### src/rtl/mgmt_bridge_pkg.sv
package mgmt_bridge_pkg;

    localparam int HALF_W = 16;
    localparam int WORD_W = 2 * HALF_W;
    localparam int RNUM_W = 5;

    // decoded target of a management access
    typedef enum logic [3:0] {
        SEL_NONE,
        SEL_PAGE,
        SEL_MODE,
        SEL_WA_HI,
        SEL_WA_LO,
        SEL_WD_HI,
        SEL_WD_LO,
        SEL_RA_HI,
        SEL_RA_LO,
        SEL_RD_HI,
        SEL_RD_LO
    } win_sel_e;

    // window register file state
    typedef struct packed {
        logic [HALF_W-1:0] page;
        logic              incr;
        logic [HALF_W-1:0] wa_hi;
        logic [HALF_W-1:0] wa_lo;
        logic [HALF_W-1:0] wd_hi;
        logic [HALF_W-1:0] wd_lo;
        logic [HALF_W-1:0] ra_hi;
        logic [HALF_W-1:0] ra_lo;
    } win_regs_t;

    // transfer engine state
    typedef struct packed {
        logic              req;
        logic              we;
        logic [WORD_W-1:0] addr;
        logic [WORD_W-1:0] wdata;
        logic [WORD_W-1:0] rdata;
    } xfer_t;

endpackage

### src/rtl/bridge_window_decode.sv
module bridge_window_decode
    import mgmt_bridge_pkg::*;
#(
    parameter logic [HALF_W-1:0] EXT_PAGE = 16'd4,
    parameter logic [RNUM_W-1:0] PAGE_REG = 5'h1F,
    parameter logic [RNUM_W-1:0] WIN_BASE = 5'h10
) (
    input  logic [RNUM_W-1:0] addr,
    input  logic [HALF_W-1:0] page,
    output win_sel_e          sel
);
    localparam int WIN_SPAN = 9;

    // targets in window order, offset 0 first
    win_sel_e win_map [WIN_SPAN];
    assign win_map[0] = SEL_MODE;
    assign win_map[1] = SEL_WA_HI;
    assign win_map[2] = SEL_WA_LO;
    assign win_map[3] = SEL_WD_HI;
    assign win_map[4] = SEL_WD_LO;
    assign win_map[5] = SEL_RA_HI;
    assign win_map[6] = SEL_RA_LO;
    assign win_map[7] = SEL_RD_HI;
    assign win_map[8] = SEL_RD_LO;

    logic [RNUM_W-1:0] offs;
    logic [WIN_SPAN-1:0] hit;

    assign offs = addr - WIN_BASE;

    genvar gi;
    generate
        for (gi = 0; gi < WIN_SPAN; gi++) begin : g_hit
            assign hit[gi] = (page == EXT_PAGE) && (offs == RNUM_W'(gi))
                             && (addr >= WIN_BASE);
        end
    endgenerate

    always_comb begin
        sel = SEL_NONE;
        if (addr == PAGE_REG) begin
            sel = SEL_PAGE;
        end else begin
            for (int i = 0; i < WIN_SPAN; i++) begin
                if (hit[i]) sel = win_map[i];
            end
        end
    end

endmodule

### src/rtl/bridge_window_regs.sv
module bridge_window_regs
    import mgmt_bridge_pkg::*;
#(
    parameter int ADDR_STEP = 4
) (
    input  logic              clk,
    input  logic              rst_n,
    input  logic              wr,
    input  win_sel_e          sel,
    input  logic [HALF_W-1:0] wdata,
    input  logic              busy,
    input  logic [WORD_W-1:0] cap_word,
    output logic [HALF_W-1:0] page,
    output logic              start_wr,
    output logic              start_rd,
    output logic [WORD_W-1:0] wr_addr,
    output logic [WORD_W-1:0] wr_word,
    output logic [WORD_W-1:0] rd_addr,
    output logic [HALF_W-1:0] rdata
);
    localparam logic [WORD_W-1:0] STEP = WORD_W'(ADDR_STEP);

    win_regs_t r_q, r_d;

    assign page     = r_q.page;
    assign wr_addr  = {r_q.wa_hi, r_q.wa_lo};
    assign wr_word  = {r_q.wd_hi, wdata};
    assign rd_addr  = {r_q.ra_hi, wdata};
    assign start_wr = wr && (sel == SEL_WD_LO) && !busy;
    assign start_rd = wr && (sel == SEL_RA_LO) && !busy;

    always_comb begin
        r_d = r_q;
        if (wr) begin
            case (sel)
                SEL_PAGE:  r_d.page  = wdata;
                SEL_MODE:  r_d.incr  = wdata[HALF_W-1];
                SEL_WA_HI: r_d.wa_hi = wdata;
                SEL_WA_LO: r_d.wa_lo = wdata;
                SEL_WD_HI: r_d.wd_hi = wdata;
                SEL_WD_LO: r_d.wd_lo = wdata;
                SEL_RA_HI: r_d.ra_hi = wdata;
                SEL_RA_LO: r_d.ra_lo = wdata;
                default:   ;
            endcase
        end
        if (start_wr && r_q.incr) begin
            {r_d.wa_hi, r_d.wa_lo} = wr_addr + STEP;
        end
    end

    always_comb begin
        case (sel)
            SEL_PAGE:  rdata = r_q.page;
            SEL_MODE:  rdata = {r_q.incr, {(HALF_W-1){1'b0}}};
            SEL_WA_HI: rdata = r_q.wa_hi;
            SEL_WA_LO: rdata = r_q.wa_lo;
            SEL_WD_HI: rdata = r_q.wd_hi;
            SEL_WD_LO: rdata = r_q.wd_lo;
            SEL_RA_HI: rdata = r_q.ra_hi;
            SEL_RA_LO: rdata = r_q.ra_lo;
            SEL_RD_HI: rdata = cap_word[WORD_W-1:HALF_W];
            SEL_RD_LO: rdata = cap_word[HALF_W-1:0];
            default:   rdata = '0;
        endcase
    end

    always_ff @(posedge clk) begin
        if (!rst_n) r_q <= '0;
        else        r_q <= r_d;
    end

    AST_STEP_AFTER_COMMIT: assert property (@(posedge clk) disable iff (!rst_n)
        (start_wr && r_q.incr) |=> (wr_addr == $past(wr_addr) + STEP));
    AST_FIXED_ADDR_HOLD: assert property (@(posedge clk) disable iff (!rst_n)
        (start_wr && !r_q.incr && !(wr && (sel == SEL_MODE))) |=> $stable(wr_addr));
    AST_BUSY_NO_STEP: assert property (@(posedge clk) disable iff (!rst_n)
        (busy && wr && (sel == SEL_WD_LO)) |=> $stable(wr_addr));

endmodule

### src/rtl/bridge_xfer.sv
module bridge_xfer
    import mgmt_bridge_pkg::*;
(
    input  logic              clk,
    input  logic              rst_n,
    input  logic              start_wr,
    input  logic              start_rd,
    input  logic [WORD_W-1:0] wr_addr,
    input  logic [WORD_W-1:0] wr_word,
    input  logic [WORD_W-1:0] rd_addr,
    input  logic              bus_ack,
    input  logic [WORD_W-1:0] bus_rdata,
    output logic              bus_req,
    output logic              bus_we,
    output logic [WORD_W-1:0] bus_addr,
    output logic [WORD_W-1:0] bus_wdata,
    output logic [WORD_W-1:0] cap_word,
    output logic              busy
);
    xfer_t x_q, x_d;

    always_comb begin
        x_d = x_q;
        if (x_q.req) begin
            if (bus_ack) begin
                x_d.req = 1'b0;
                if (!x_q.we) x_d.rdata = bus_rdata;
            end
        end else if (start_wr) begin
            x_d.req   = 1'b1;
            x_d.we    = 1'b1;
            x_d.addr  = wr_addr;
            x_d.wdata = wr_word;
        end else if (start_rd) begin
            x_d.req  = 1'b1;
            x_d.we   = 1'b0;
            x_d.addr = rd_addr;
        end
    end

    always_ff @(posedge clk) begin
        if (!rst_n) x_q <= '0;
        else        x_q <= x_d;
    end

    assign bus_req   = x_q.req;
    assign bus_we    = x_q.we;
    assign bus_addr  = x_q.addr;
    assign bus_wdata = x_q.wdata;
    assign cap_word  = x_q.rdata;
    assign busy      = x_q.req;

    AST_REQ_HOLD: assert property (@(posedge clk) disable iff (!rst_n)
        (bus_req && !bus_ack) |=> (bus_req && $stable(bus_addr) && $stable(bus_we)
                                   && $stable(bus_wdata)));
    AST_ACK_RELEASE: assert property (@(posedge clk) disable iff (!rst_n)
        (bus_req && bus_ack) |=> !bus_req);
    AST_CAPTURE_STABLE: assert property (@(posedge clk) disable iff (!rst_n)
        !(bus_req && bus_ack && !bus_we) |=> $stable(cap_word));

endmodule

### src/rtl/mgmt_wide_bridge.sv
module mgmt_wide_bridge
    import mgmt_bridge_pkg::*;
#(
    parameter logic [15:0] EXT_PAGE  = 16'd4,
    parameter logic [4:0]  PAGE_REG  = 5'h1F,
    parameter logic [4:0]  WIN_BASE  = 5'h10,
    parameter int          ADDR_STEP = 4
) (
    input  logic        clk,
    input  logic        rst_n,
    input  logic        mgr_wr,
    input  logic        mgr_rd,
    input  logic [4:0]  mgr_addr,
    input  logic [15:0] mgr_wdata,
    output logic [15:0] mgr_rdata,
    output logic        std_wr,
    output logic        std_rd,
    output logic [4:0]  std_addr,
    output logic [15:0] std_wdata,
    input  logic [15:0] std_rdata,
    output logic        busy,
    output logic        bus_req,
    output logic        bus_we,
    output logic [31:0] bus_addr,
    output logic [31:0] bus_wdata,
    input  logic [31:0] bus_rdata,
    input  logic        bus_ack
);
    win_sel_e          sel;
    logic [HALF_W-1:0] page;
    logic [HALF_W-1:0] local_rdata;
    logic              is_local;
    logic              start_wr, start_rd;
    logic [WORD_W-1:0] wr_addr, wr_word, rd_addr, cap_word;

    bridge_window_decode #(
        .EXT_PAGE (EXT_PAGE),
        .PAGE_REG (PAGE_REG),
        .WIN_BASE (WIN_BASE)
    ) i_decode (
        .addr (mgr_addr),
        .page (page),
        .sel  (sel)
    );

    bridge_window_regs #(
        .ADDR_STEP (ADDR_STEP)
    ) i_regs (
        .clk      (clk),
        .rst_n    (rst_n),
        .wr       (mgr_wr),
        .sel      (sel),
        .wdata    (mgr_wdata),
        .busy     (busy),
        .cap_word (cap_word),
        .page     (page),
        .start_wr (start_wr),
        .start_rd (start_rd),
        .wr_addr  (wr_addr),
        .wr_word  (wr_word),
        .rd_addr  (rd_addr),
        .rdata    (local_rdata)
    );

    bridge_xfer i_xfer (
        .clk       (clk),
        .rst_n     (rst_n),
        .start_wr  (start_wr),
        .start_rd  (start_rd),
        .wr_addr   (wr_addr),
        .wr_word   (wr_word),
        .rd_addr   (rd_addr),
        .bus_ack   (bus_ack),
        .bus_rdata (bus_rdata),
        .bus_req   (bus_req),
        .bus_we    (bus_we),
        .bus_addr  (bus_addr),
        .bus_wdata (bus_wdata),
        .cap_word  (cap_word),
        .busy      (busy)
    );

    assign is_local  = (sel != SEL_NONE);
    assign std_wr    = mgr_wr && !is_local;
    assign std_rd    = mgr_rd && !is_local;
    assign std_addr  = mgr_addr;
    assign std_wdata = mgr_wdata;
    assign mgr_rdata = is_local ? local_rdata : std_rdata;

    AST_STD_NO_BUS: assert property (@(posedge clk) disable iff (!rst_n)
        (std_wr || std_rd) |=> !$rose(bus_req));
    AST_STD_EXCLUSIVE: assert property (@(posedge clk) disable iff (!rst_n)
        !(std_wr && start_wr));

endmodule

### config.mk
export PLATFORM = sky130hd
export DESIGN_NAME = mgmt_wide_bridge
export DESIGN_NICKNAME = d
export VERILOG_FILES = /design/src/rtl/mgmt_bridge_pkg.sv /design/src/rtl/bridge_window_decode.sv /design/src/rtl/bridge_window_regs.sv /design/src/rtl/bridge_xfer.sv /design/src/rtl/mgmt_wide_bridge.sv
export SDC_FILE = /design/constraint.sdc
export NUM_CORES = 1
export LEC_CHECK = 0
export ABC_AREA = 0
export ABC_CLOCK_PERIOD_IN_PS = 13090
export CAP_MARGIN = 10
export CORE_ASPECT_RATIO = 1.4
export CORE_MARGIN = 8
export CORE_UTILIZATION = 45
export CTS_BUF_LIST = sky130_fd_sc_hd__clkbuf_2
export DETAILED_ROUTE_END_ITERATION = 10
export PLACE_DENSITY = 0.7
export SYNTH_ARGS = -nofsm -noshare
export SYNTH_HDL_FRONTEND = slang
export SYNTH_SLANG_ARGS = --single-unit
### constraint.sdc
create_clock -name clk -period 13.09 [get_ports clk]
set_clock_uncertainty 0.2 [all_clocks]
set_input_delay 3.927 -clock clk [delete_from_list [all_inputs] [get_ports clk]]
set_output_delay 3.927 -clock clk [all_outputs]
set_load 0.02 [all_outputs]
# After elaboration in Yosys (flattened, before gate mapping)
# Cells that the tools add are included.
[totals]
output_inout_bits = 106
inputBits = 74
elab_cells = 106
register_bits = 211
[op_classes]
n_mux = 24
n_bitwise = 2
n_addsub = 2
n_reduce_logical = 44
n_lt_le_gt_ge = 1
n_eq_ne = 20
[ops]
columns = ["op", "n"]
rows = [
  ["$pmux W16 S10", 1],
  ["$mux W16", 7],
  ["$mux W96", 1],
  ["$mux W34", 2],
  ["$add A32 B3 Y32 const B", 1],
  ["$mux W32", 1],
  ["$logic_and A1 B1 Y1", 25],
  ["$eq A5 B3 Y1 const B", 4],
  ["$reduce_and A2 Y1", 10],
  ["$eq A16 B3 Y1 const B", 1],
  ["$eq A4 B3 Y1 const B", 4],
  ["$mux W4", 4],
  ["$eq A4 B4 Y1 const B", 3],
  ["$mux W3", 4],
  ["$eq A5 B2 Y1 const B", 2],
  ["$eq A4 B2 Y1 const B", 2],
  ["$reduce_bool A2 Y1", 4],
  ["$eq A5 B1 Y1 const B", 1],
  ["$eq A5 B4 Y1 const B", 1],
  ["$eq A5 B5 Y1 const B", 1],
  ["$ge A5 B5 Y1 const B", 1],
  ["$logic_not A5 Y1", 1],
  ["$sub A5 B5 Y5 const B", 1],
  ["$eq A4 B1 Y1 const B", 1],
  ["other kinds (6)", 10],
]

# Depth between registers and ports, before layout
# Gate-level depths: netlist of the first run.
[depth]
depth_word = 20
depth_mapped = 10
mapped_depth_nobuf = 7

# Hierarchy
# Synthesis of the first run repeated with hierarchy kept, for this count alone.
[hier_totals]
hier_cells = 1345
hier_area_um2 = 11183.2
[by_module_without_submodules]
columns = ["module", "cells_each", "instances", "area_each_um2"]
rows = [
  ["bridge_window_regs", 853, 1, 6515.0],
  ["bridge_xfer", 434, 1, 4129.0],
  ["mgmt_wide_bridge", 41, 1, 385.4],
  ["bridge_window_decode", 17, 1, 153.9],
]

# Least setup slack after synthesis of the first run
# Ideal clock, no wire load.
[synth_path]
path_type = "input to output"
startpoint = "input port mgr_addr[0]"
endpoint = "output port mgr_rdata[10]"
stages = 10
path_buffers = 4
path_slack_ns = 2.975
required_ns = 8.963
arrival_ns = 5.988
path_cell_list = "buf_2 > or4b_1 > buf_2 > o21a_1 > or3_1 > clkbuf_1 > buf_2 > nand2_1 > a21oi_1 > a2111o_1"
[synth_via]
elab_chain_len = 17
elab_cells_between_ends = 53
classes_between = "1 x add/sub; 1 x order compare; 19 x eq/ne; 12 x mux; 20 x reduce/logical"
[synth_lines]
columns = ["element", "line_no", "text"]
rows = [
  ["from (decl)", "mgmt_wide_bridge.sv:13", "input logic [4:0] mgr_addr,"],
  ["$sub A5 B5 Y5", "bridge_window_decode.sv:29", "assign offs = addr - WIN_BASE;"],
  ["$logic_not A5 Y1", "bridge_window_decode.sv:34", "assign hit[gi] = (page == EXT_PAGE) && (offs == RNUM_W'(gi))"],
  ["$logic_and A1 B1 Y1", "bridge_window_decode.sv:34", ""],
  ["$logic_and A1 B1 Y1", "bridge_window_decode.sv:35", "&& (addr >= WIN_BASE);"],
  ["$mux W2 (2 in a row)", "bridge_window_decode.sv:45", "if (hit[i]) sel = win_map[i];"],
  ["$mux W3 (4 in a row)", "bridge_window_decode.sv:45", ""],
  ["$mux W4 (3 in a row)", "bridge_window_decode.sv:45", ""],
  ["$mux W4 (*)", "bridge_window_decode.sv:41", "if (addr == PAGE_REG) begin"],
  ["$eq A4 B4 Y1, or another cell as far along", "bridge_window_regs.sv:53", "case (sel)"],
  ["$pmux W16 S10", "bridge_window_regs.sv:53", ""],
  ["$mux W16 (*)", "mgmt_wide_bridge.sv:88", "assign mgr_rdata = is_local ? local_rdata : std_rdata;"],
  ["to (decl)", "mgmt_wide_bridge.sv:15", "output logic [15:0] mgr_rdata,"],
]
# Every way passes the cells marked *; elsewhere a longest branch is shown, timed or not.

# Worst setup path after layout of the first run
[layout_path]
startpoint = "input port mgr_addr[2]"
endpoint = "output port mgr_rdata[0]"
# Same word-level chain as after synthesis.

==> results of run 1 <==
-- power groups by stage --
stage	Clock [mW]	Combinational [mW]	Sequential (mW)
after floorplan	0	0.0540	0.657
after global placement	0	0.105	0.657
after detailed placement	0	0.105	0.657
after CTS	0.427	0.105	0.642
after global routing	0.460	0.110	0.643
final	0.417	0.107	0.642
-- cell usage in the layout (no fill, tap or decap), types with 6 or more instances in the layout --
master / count
mux2_2: 6
a211oi_1: 6
a22oi_1: 19
a21boi_1: 12
and3_1: 12
clkbuf_2: 70
buf_4: 13
and4_1: 7
o211ai_1: 9
a31oi_1: 6
clkdlybuf4s50_1: 178
a211o_1: 7
o21ai_0: 59
nand3_1: 30
nor2_1: 74
a221oi_1: 6
and2_1: 15
nand2_1: 396
nand4_1: 17
mux2i_1: 10
a221o_1: 9
a21oi_1: 69
nor2b_1: 10
a2111o_1: 9
nor3_1: 33
a21boi_0: 140
o21a_1: 7
dfxtp_1: 211
-- stage by stage --
| step | power [mW] | worst slack [ns] |
|---|---|---|
| final | 1.166 | 1.531 |
| after global routing | 1.213 | 1.297 |
| after CTS | 1.174 | 1.568 |
| after detailed placement | 0.7623 | 1.569 |
| after global placement | 0.7625 | 1.597 |
| after floorplan | 0.7112 | 2.975 |
-- flip-flops by register name (all words and copies together), names as in the netlist --
name              count
i_xfer.cap_word      32
i_regs.rd_addr       16
i_xfer.bus_req        1
i_regs.page          16
i_regs.wr_addr       32
i_xfer.bus_we         1
i_xfer.bus_wdata     32
i_regs.wr_word       16
i_xfer.bus_addr      32
i_regs.r_q           33
-- logic make-up (layout without fill, tap and decap cells) --
logic type	Yosys count	after routing	synth area share, %
AO/OA/AOI/OAI	388	388	25.26
XOR/XNOR	1	1	0.08240
adder cells (fa/ha/maj)	1	1	0.1177
buffers and inverters	139	274	6.190
flip-flops	211	211	39.73
multiplexers	16	16	1.577
other	0	2	0
AND/OR/NAND/NOR	638	638	27.04
-- routing by layer --
| metal | GRT usage (%) | vias to the layer above | wire length (um) |
|---|---|---|---|
| met5 | 0 | - | 0 |
| met4 | 16.86 | 0 | 2322 |
| met3 | 4.889 | 114 | 2815 |
| met2 | 46.59 | 524 | 19880 |
| met1 | 33.09 | 5100 | 16540 |
| li1 | - | 5049 | - |
-- worst max-delay path, cell delays in order --
cell and delay [ns]:
clkdlybuf4s50_1 0.75, or4b_1 0.72, nor3_1 0.96, a221o_1 0.29
a2111o_1 0.16, clkdlybuf4s50_1 0.63
-- cell type report --
type                            instances  share of cell area (%)
Multi-Input combinational cell       1044                   45.37
Inverter                                3                 0.08866
Antenna cell                            2                 0.03941
Clock inverter                          8                  0.4630
Clock buffer                           70                   2.758
Timing Repair Buffer                  193                   15.00
Tap cell                              306                   3.014
Sequential cell                       211                   33.26
-- final timing paths --
path	startpoint	to	slack [ns]	cells past startpoint
max	mgr_addr[2]	mgr_rdata[0]	1.53	6
min	i_regs.r_q[14]	i_regs.r_q[14]	0.26	2
max reg2reg	i_regs.page[3]	i_xfer.bus_addr[30]	8.79	7
min reg2reg	i_regs.r_q[14]	i_regs.r_q[14]	0.26	2
-- cell usage after synthesis, drive strengths merged (10+ instances only) --
cell type / count / area, um2
and2: 18 / 112.6
nor3: 37 / 205.2
a21oi: 69 / 345.3
nand3: 33 / 182.7
a21boi: 152 / 1141
mux2i: 10 / 100.1
nand4: 18 / 118.9
clkbuf: 79 / 297.8
and3: 12 / 75.07
o21ai: 61 / 305.3
nor2: 75 / 281.5
buf: 57 / 349.1
a22oi: 19 / 142.6
nor2b: 10 / 62.56
dfxtp: 211 / 4224
nand2: 397 / 1493
==> results.md, run 1 <==
- Core ar.: 0.02320 mm2
- HP Class: reg -> reg
- Clk pwr share: 35.7%
- Hold Buf Count CTS: 0
- TritonCTS clock tree: built
- P&R area growth vs syn: 19.47%
- Vias in the first global route: 10.61k
- Pins Over Slew Limit: 0
- Io pins: 180
- Unique masters post-synth: 68
- Status: finished clean
- Synth Instances: 1,394
- Starting Density: 45.82%
- First-pass GRT wire length: 63.07 mm
- Inst Count DP: 1,755
- Hold slack final: 0.2601 ns
- Utilization after layout: 54.73%
- PwrDens: 91.78 mW/mm2
- Root Buffer Master: clkbuf_2
- Register area share after synthesis: 39.73%
- Hold Fails Final Rpt: 0
- Async S/R FF share, synth: 0%
- Sw Share: 27.23%
- Post-cts sizing count: 0
- Crit path kind: in -> out
- GPL Wtd Cong: 0.9923
- Initial DRC count: 1,020
- FF/Latch Area: 0.004224 mm2
- Largest net degree at the start of global routing: 117
- Chip height: 197.9 um
- Max cap viols: 0
- Logic pwr share: 9.1%
- Critical path endpoint category: output pin
- Total global routing overflow: 0
- Multi-input logic area: 0.005763 mm2
- Mapped Avg Cell Area: 7.627 um2
- Post-DRT Antenna Nets: 0
- DR pass1 iterations: 6
- Setup TNS: 0 ns
- P_int: 0.8482 mW
- Worst Setup Start Kind: primary input
- Initial antenna violation count: 2
- Final instance area: 0.01270 mm2
- Synthesized area: 0.01063 mm2
- Critical Path RT: 8.96 ns
- Post-route insts no fill: 1,837
- Final Critical Period: 11.56 ns
- Routed len/inst: 22.63 um
- WL final: 41.56 mm
- Slew at the pin closest to its max-slew limit: 1.150 ns
- Sequential share of power: 55.1%
- Clock latency on the worst-skew pair: 0.82 ns
- Peak VDD IR: 59.98 uV
- Post-CTS Setup Repair Bufs: 0
- Num rows: 66
- Final nets: 1,579
- Num Clock Sinks: 211
- Count of input and output buffers: 179
- Htree depth: 2
- Placed inst area: 0.01226 mm2
- DIE WIDTH: 145.9 um
- Fmax: 0.08652 GHz
- Post-synth EDFFs: 0
- Period utilisation layout: 88.30%
- Final setup fails: 0
- Leak Pwr: 4.271 nW
- Max-slew headroom: 22.71%
- Ys flop type: dfxtp_1
- Fillers: 2,318
- Ys Warns: 0
- CP Max Fanout: 15
- Switching power total: 0.3174 mW
- Mapped Nets: 1,469
- Die Footprint: 0.02887 mm2
- Post-route DRC: 0
- Via count: 10.79k
- Layout cells sized above 1: 7.914%
- Vias/cell: 5.872
- Worst-path clk slew: 0.11 ns
- CTS max path bufs: 3
- WP data arrival: 7.43 ns
- RSZ-0062 raised after global routing: false
- Hpwl dp: 29.14 mm
- FF+latch count, synth: 211
- Global Route Usage Sum: 27.90%
- Total CTS buffers: 51
(Power assumes the default switching activity.)
==> run 2: changes to the inputs <==
--- a/config.mk
+++ b/config.mk
@@ -10,10 +10,10 @@
 export CAP_MARGIN = 10
 export CORE_ASPECT_RATIO = 1.4
 export CORE_MARGIN = 8
-export CORE_UTILIZATION = 45
+export CORE_UTILIZATION = 25
 export CTS_BUF_LIST = sky130_fd_sc_hd__clkbuf_2
 export DETAILED_ROUTE_END_ITERATION = 10
-export PLACE_DENSITY = 0.7
+export PLACE_DENSITY = 0.45
 export SYNTH_ARGS = -nofsm -noshare
 export SYNTH_HDL_FRONTEND = slang
 export SYNTH_SLANG_ARGS = --single-unit
==> constraint.sdc (replaced) <==
create_clock -name clk -period 13.09 [get_ports clk]
set_clock_uncertainty 0.2 [all_clocks]
set_input_delay 2.618 -clock clk [delete_from_list [all_inputs] [get_ports clk]]
set_output_delay 2.618 -clock clk [all_outputs]
set_load 0.02 [all_outputs]
==> results.md, run 2 (synthesized netlist as in run 1, its figures left out) <==
- Via count: 10.72k
- Peak VDD IR: 52.84 uV
- Critical path endpoint category: output pin
- R2R cell count: 6
- Initial DRC count: 739
- Critical R2R Capture: i_regs.wr_word[19]
- Final Critical Period: 9.279 ns
- Leak Pwr: 4.334 nW
- Max reg flops: 33
- Total CTS buffers: 56
- DIE WIDTH: 190.3 um
- Io pins: 180
- Num Clock Sinks: 211
- Status: finished clean
- Core ar.: 0.04209 mm2
- HP Class: reg -> reg
- WL final: 50.36 mm
- Vias/cell: 5.111
- TritonCTS clock tree: built
- Worst Hold Launch: i_xfer.bus_wdata[1]
- GPL Wtd Cong: 0.9184
- Root Buffer Master: clkbuf_2
- Post-cts sizing count: 0
- Chip height: 260 um
- Fmax: 0.1078 GHz
- P&R area growth vs syn: 23.15%
- DR pass1 iterations: 5
- Most flops, register: i_regs.r_q
- WHS Endpoint: i_xfer.bus_wdata[1]
- Post-CTS Setup Repair Bufs: 0
- Max-slew headroom: 22.78%
- Layout cells sized above 1: 8.839%
- Clock latency on the worst-skew pair: 0.97 ns
- Hpwl dp: 35.71 mm
- Max cap viols: 0
- Post-DRT Antenna Nets: 0
- Worst Setup Start Kind: primary input
- CP Max Fanout: 19
- Num rows: 89
- WP data arrival: 6.46 ns
- Slew at the pin closest to its max-slew limit: 1.154 ns
- Final nets: 1,588
- CTS max path bufs: 3
- Hold slack final: 0.2677 ns
- Post-route DRC: 0
- Pins Over Slew Limit: 0
- PwrDens: 92.94 mW/mm2
- Worst R2R Start: i_regs.page[8]
- Htree depth: 2
- Routed len/inst: 24.01 um
- Final setup fails: 0
- Vias in the first global route: 10.84k
- Hold Buf Count CTS: 0
- Most common cell after layout, fill and taps aside: nand2_1
- Global Route Usage Sum: 19.82%
- Starting Density: 25.26%
- Count of input and output buffers: 179
- WHS Path Cells: 2
- RSZ-0062 raised after global routing: false
- Worst-path clk slew: 0.08 ns
- Die Footprint: 0.04947 mm2
- Hold Fails Final Rpt: 0
- Period utilisation layout: 70.88%
- Largest net degree at the start of global routing: 115
- Critical Path RT: 10.27 ns
- Fillers: 4,653
- Crit path kind: in -> out
- Setup TNS: 0 ns
- Internal reg-to-reg setup slack: 8.60 ns
- Total global routing overflow: 0
- Initial antenna violation count: 2
- Commonest cells after routing, fill and taps aside: 396 x nand2_1, 211 x dfxtp_1, 178 x clkdlybuf4s50_1
- First-pass GRT wire length: 73.73 mm
==> run 2: changes by cell type in the layout (fill, tap and decap cells not counted), sizes merged <==
cell / change
clkbuf: +8
clkinv: +11
bufinv: -1
buf: +3
==> run 2: per-layer routing <==
layer	global-route usage, %	up-vias	wire length, um
met5	0	-	0
met4	9.499	0	2299
met3	3.619	116	2704
met2	34.99	363	25360
met1	22.65	5153	20000
li1	-	5090	-
==> run 2: metrics by stage <==
| stage | worst slack (ns) | util, % | total power [mW] | cells | instance area (um2) |
|---|---|---|---|---|---|
| CTS | 3.890 | 31.07 | 1.241 | 2095 | 13080 |
| detailed placement | 3.888 | 29.95 | 0.7701 | 2000 | 12610 |
| global placement | 3.923 | 29.92 | 0.7705 | 1999 | 12590 |
| global route | 3.624 | 31.10 | 1.274 | 2097 | 13090 |
| finish | 3.812 | 31.10 | 1.217 | 2098 | 13090 |
| floorplan | 5.593 | - | 0.7112 | 1394 | 10630 |
==> run 2: worst max path at each step <==
stage / slack [ns] / startpoint / end / depth (start not counted)
after detailed placement: 3.89 / mgr_addr[2] / mgr_rdata[5] / 9
after floorplan: 5.59 / mgr_addr[0] / mgr_rdata[10] / 10
after CTS: 3.89 / mgr_addr[2] / mgr_rdata[5] / 9
final: 3.81 / mgr_addr[2] / mgr_rdata[1] / 9
after global routing: 3.62 / mgr_addr[2] / mgr_rdata[1] / 9
after global placement: 3.92 / mgr_addr[2] / mgr_rdata[5] / 9
==> run 2: power by group <==
group	total, mW	switching, mW	internal, mW
clock	0.462	0.299	0.163
combinational	0.112	0.0651	0.0470
sequential	0.643	0.000855	0.642
==> run 2: area by class of cell <==
class | instances | area, um2 | area share [%]
tap | 546 | 683.2 | 5.218
timing repair buffer | 197 | 1928 | 14.73
inverter | 3 | 11.26 | 0.08601
multi-input combinational | 1044 | 5767 | 44.05
antenna | 2 | 5.005 | 0.03823
sequential | 211 | 4224 | 32.26
clock inverter | 18 | 88.84 | 0.6785
clock buffer | 77 | 385.4 | 2.943
==> run 2: critical path, cell delays in order <==
cell and delay (ns):
clkdlybuf4s50_1 0.94, nor2b_1 0.21, buf_4 0.26, o21ai_0 0.18, nor2_1 0.89, a22oi_1 0.33, nor2_1 0.19, a2111o_1 0.18
clkdlybuf4s50_1 0.64
==> run 3: changes to the inputs <==
--- a/config.mk
+++ b/config.mk
@@ -6,14 +6,14 @@
 export NUM_CORES = 1
 export LEC_CHECK = 0
 export ABC_AREA = 0
-export ABC_CLOCK_PERIOD_IN_PS = 13090
+export ABC_CLOCK_PERIOD_IN_PS = 8000
 export CAP_MARGIN = 10
 export CORE_ASPECT_RATIO = 1.4
 export CORE_MARGIN = 8
 export CORE_UTILIZATION = 25
 export CTS_BUF_LIST = sky130_fd_sc_hd__clkbuf_2
 export DETAILED_ROUTE_END_ITERATION = 10
-export PLACE_DENSITY = 0.45
+export PLACE_DENSITY = 0.46
 export SYNTH_ARGS = -nofsm -noshare
 export SYNTH_HDL_FRONTEND = slang
 export SYNTH_SLANG_ARGS = --single-unit
==> constraint.sdc (replaced) <==
create_clock -name clk -period 8 [get_ports clk]
set_clock_uncertainty 0.2 [all_clocks]
set_input_delay 1.6 -clock clk [delete_from_list [all_inputs] [get_ports clk]]
set_output_delay 1.6 -clock clk [all_outputs]
set_load 0.02 [all_outputs]
==> results.md, run 3 (synthesized netlist as in run 1, its figures left out) <==
- Status: finished clean
- HP Class: reg -> reg
- RSZ-0062 raised after global routing: false
- Chip height: 260 um
- Internal reg-to-reg setup slack: 3.82 ns
- Layout cells sized above 1: 9.149%
- Inst Count DP: 2,002
- Pins Over Slew Limit: 0
- Hold Buf Count CTS: 0
- Hpwl dp: 35.59 mm
- Total CTS buffers: 56
- WP data arrival: 5.19 ns
- GPL Wtd Cong: 0.9836
- Vias in the first global route: 10.43k
- Worst path bufs/invs: 2
- Max cap viols: 0
- Routed len/inst: 23.53 um
- Root Buffer Master: clkbuf_2
- Post-DRT Antenna Nets: 0
- Most common cell after layout, fill and taps aside: nand2_1
- Num Clock Sinks: 211
- Initial DRC count: 832
- DIE WIDTH: 190.3 um
- Most flops, register: i_regs.r_q
- Crit path kind: in -> out
- Starting Density: 25.26%
- Post-CTS Setup Repair Bufs: 0
- Initial antenna violation count: 3
- Count of input and output buffers: 179
- Max-slew headroom: 23.52%
- CP Max Fanout: 15
- PwrDens: 153.6 mW/mm2
- Global Route Usage Sum: 19.44%
- TritonCTS clock tree: built
- WL final: 49.40 mm
- Die Footprint: 0.04947 mm2
- Critical Path Max Stage Delay: 0.81 ns
- Worst Hold Launch: i_xfer.bus_wdata[9]
- Worst R2R Start: i_regs.page[5]
- Vias/cell: 5.142
- First-pass GRT wire length: 71.98 mm
- WHS Path Cells: 2
- Commonest cells after routing, fill and taps aside: 396 x nand2_1, 211 x dfxtp_1, 178 x clkdlybuf4s50_1
- Io pins: 180
- Period utilisation layout: 87.33%
- Sequence of cells on the critical path: clkdlybuf4s50_1 > or4b_1 > o21a_1 > or3_1 > nand2_1 > a21oi_1 > a2111o_1 > clkdlybuf4s50_1
- Final nets: 1,589
- Worst Setup Start Kind: primary input
- Post-route insts no fill: 2,099
- R2R cell count: 7
- Critical path's slowest cell: clkdlybuf4s50_1
- Final setup fails: 0
- Fillers: 4,601
- Clock latency on the worst-skew pair: 0.91 ns
- Worst-path clk slew: 0.09 ns
- WHS Endpoint: i_xfer.bus_wdata[9]
- Total global routing overflow: 0
- Most used cell, CP: clkdlybuf4s50_1
- Critical R2R Capture: i_xfer.bus_addr[30]
- Leak Pwr: 4.363 nW
- Fmax: 0.1431 GHz
- Num rows: 89
- Via count: 10.79k
- Largest net degree at the start of global routing: 120
- CTS max path bufs: 3
- Post-cts sizing count: 0
- Final Critical Period: 6.986 ns
- Max reg flops: 33
- Post-route DRC: 0
- Crit path max-delay family: simple AND/OR/NAND/NOR gates
- P&R area growth vs syn: 23.44%
- Instance count on the critical path: 8
- DR pass1 iterations: 6
- Peak VDD IR: 87.35 uV
- Slew at the pin closest to its max-slew limit: 1.138 ns
- Hold Fails Final Rpt: 0
- Setup TNS: 0 ns
- Critical Path RT: 6.20 ns
- Core ar.: 0.04209 mm2
- Critical path endpoint category: output pin
- Htree depth: 2
==> run 3: cell count changes in the layout (fill, tap and decap cells not counted), sizes merged <==
cell    delta
clkbuf     +8
inv        -1
buf        +2
diode      -1
clkinv     -8
bufinv     +1
==> run 3: tightest hold or removal path: stages, from the launching register on <==
cell and delay, ns:
dfxtp_1 0.32, nand2_1 0.05, a21boi_0 0.06
==> run 3: worst max path at each step <==
stage	startpoint	end	slack [ns]
2_1_floorplan	mgr_addr[0]	mgr_rdata[10]	2.54
3_3_place_gp	mgr_addr[2]	mgr_rdata[1]	1.12
3_5_place_dp	mgr_addr[2]	mgr_rdata[1]	1.07
4_1_cts	mgr_addr[2]	mgr_rdata[1]	1.06
5_1_grt	mgr_addr[2]	mgr_rdata[3]	0.81
6_report	mgr_addr[2]	mgr_rdata[1]	1.01
==> run 3: power by group <==
group	switching (mW)	internal (mW)	total, mW
clock network	0.467	0.316	0.784
registers	0.000931	1.05	1.05
logic	0.105	0.0766	0.181
total	0.573	1.44	2.02
==> run 3: area by class of cell <==
cell class | instances | area [um2] | share of cell area (%)
diodes | 1 | 2.502 | 0.01907
repair buffers | 198 | 1932 | 14.72
multi-input cells | 1044 | 5767 | 43.94
inverters | 3 | 11.26 | 0.08580
clock inverters | 10 | 73.82 | 0.5625
well taps | 546 | 683.2 | 5.205
clock buffers | 86 | 430.4 | 3.280
flip-flops and latches | 211 | 4224 | 32.19
==> run 3: stage by stage <==
step	instance area [um2]	power, mW	setup WS (ns)	util, %	hold WS, ns
3_5_place_dp	12620	1.258	1.073	29.97	0.2598
5_1_grt	13120	2.120	0.8106	31.18	0.2886
6_report	13120	2.016	1.014	31.18	0.2708
2_1_floorplan	10630	1.164	2.539	-	0.2310
4_1_cts	13120	2.059	1.058	31.17	0.2745
3_3_place_gp	12620	1.258	1.119	29.97	0.2461
==> run 3: per-layer routing <==
| metal | vias up | share of wire [%] | wire, um | track usage, % |
|---|---|---|---|---|
| met4 | 2 | 6.5 | 3227 | 12.07 |
| met5 | - | 0.026 | 13 | 0 |
| met3 | 144 | 5.3 | 2595 | 3.485 |
| met1 | 5163 | 40 | 19520 | 22.25 |
| li1 | 5101 | - | - | - |
| met2 | 384 | 49 | 24040 | 33.09 |
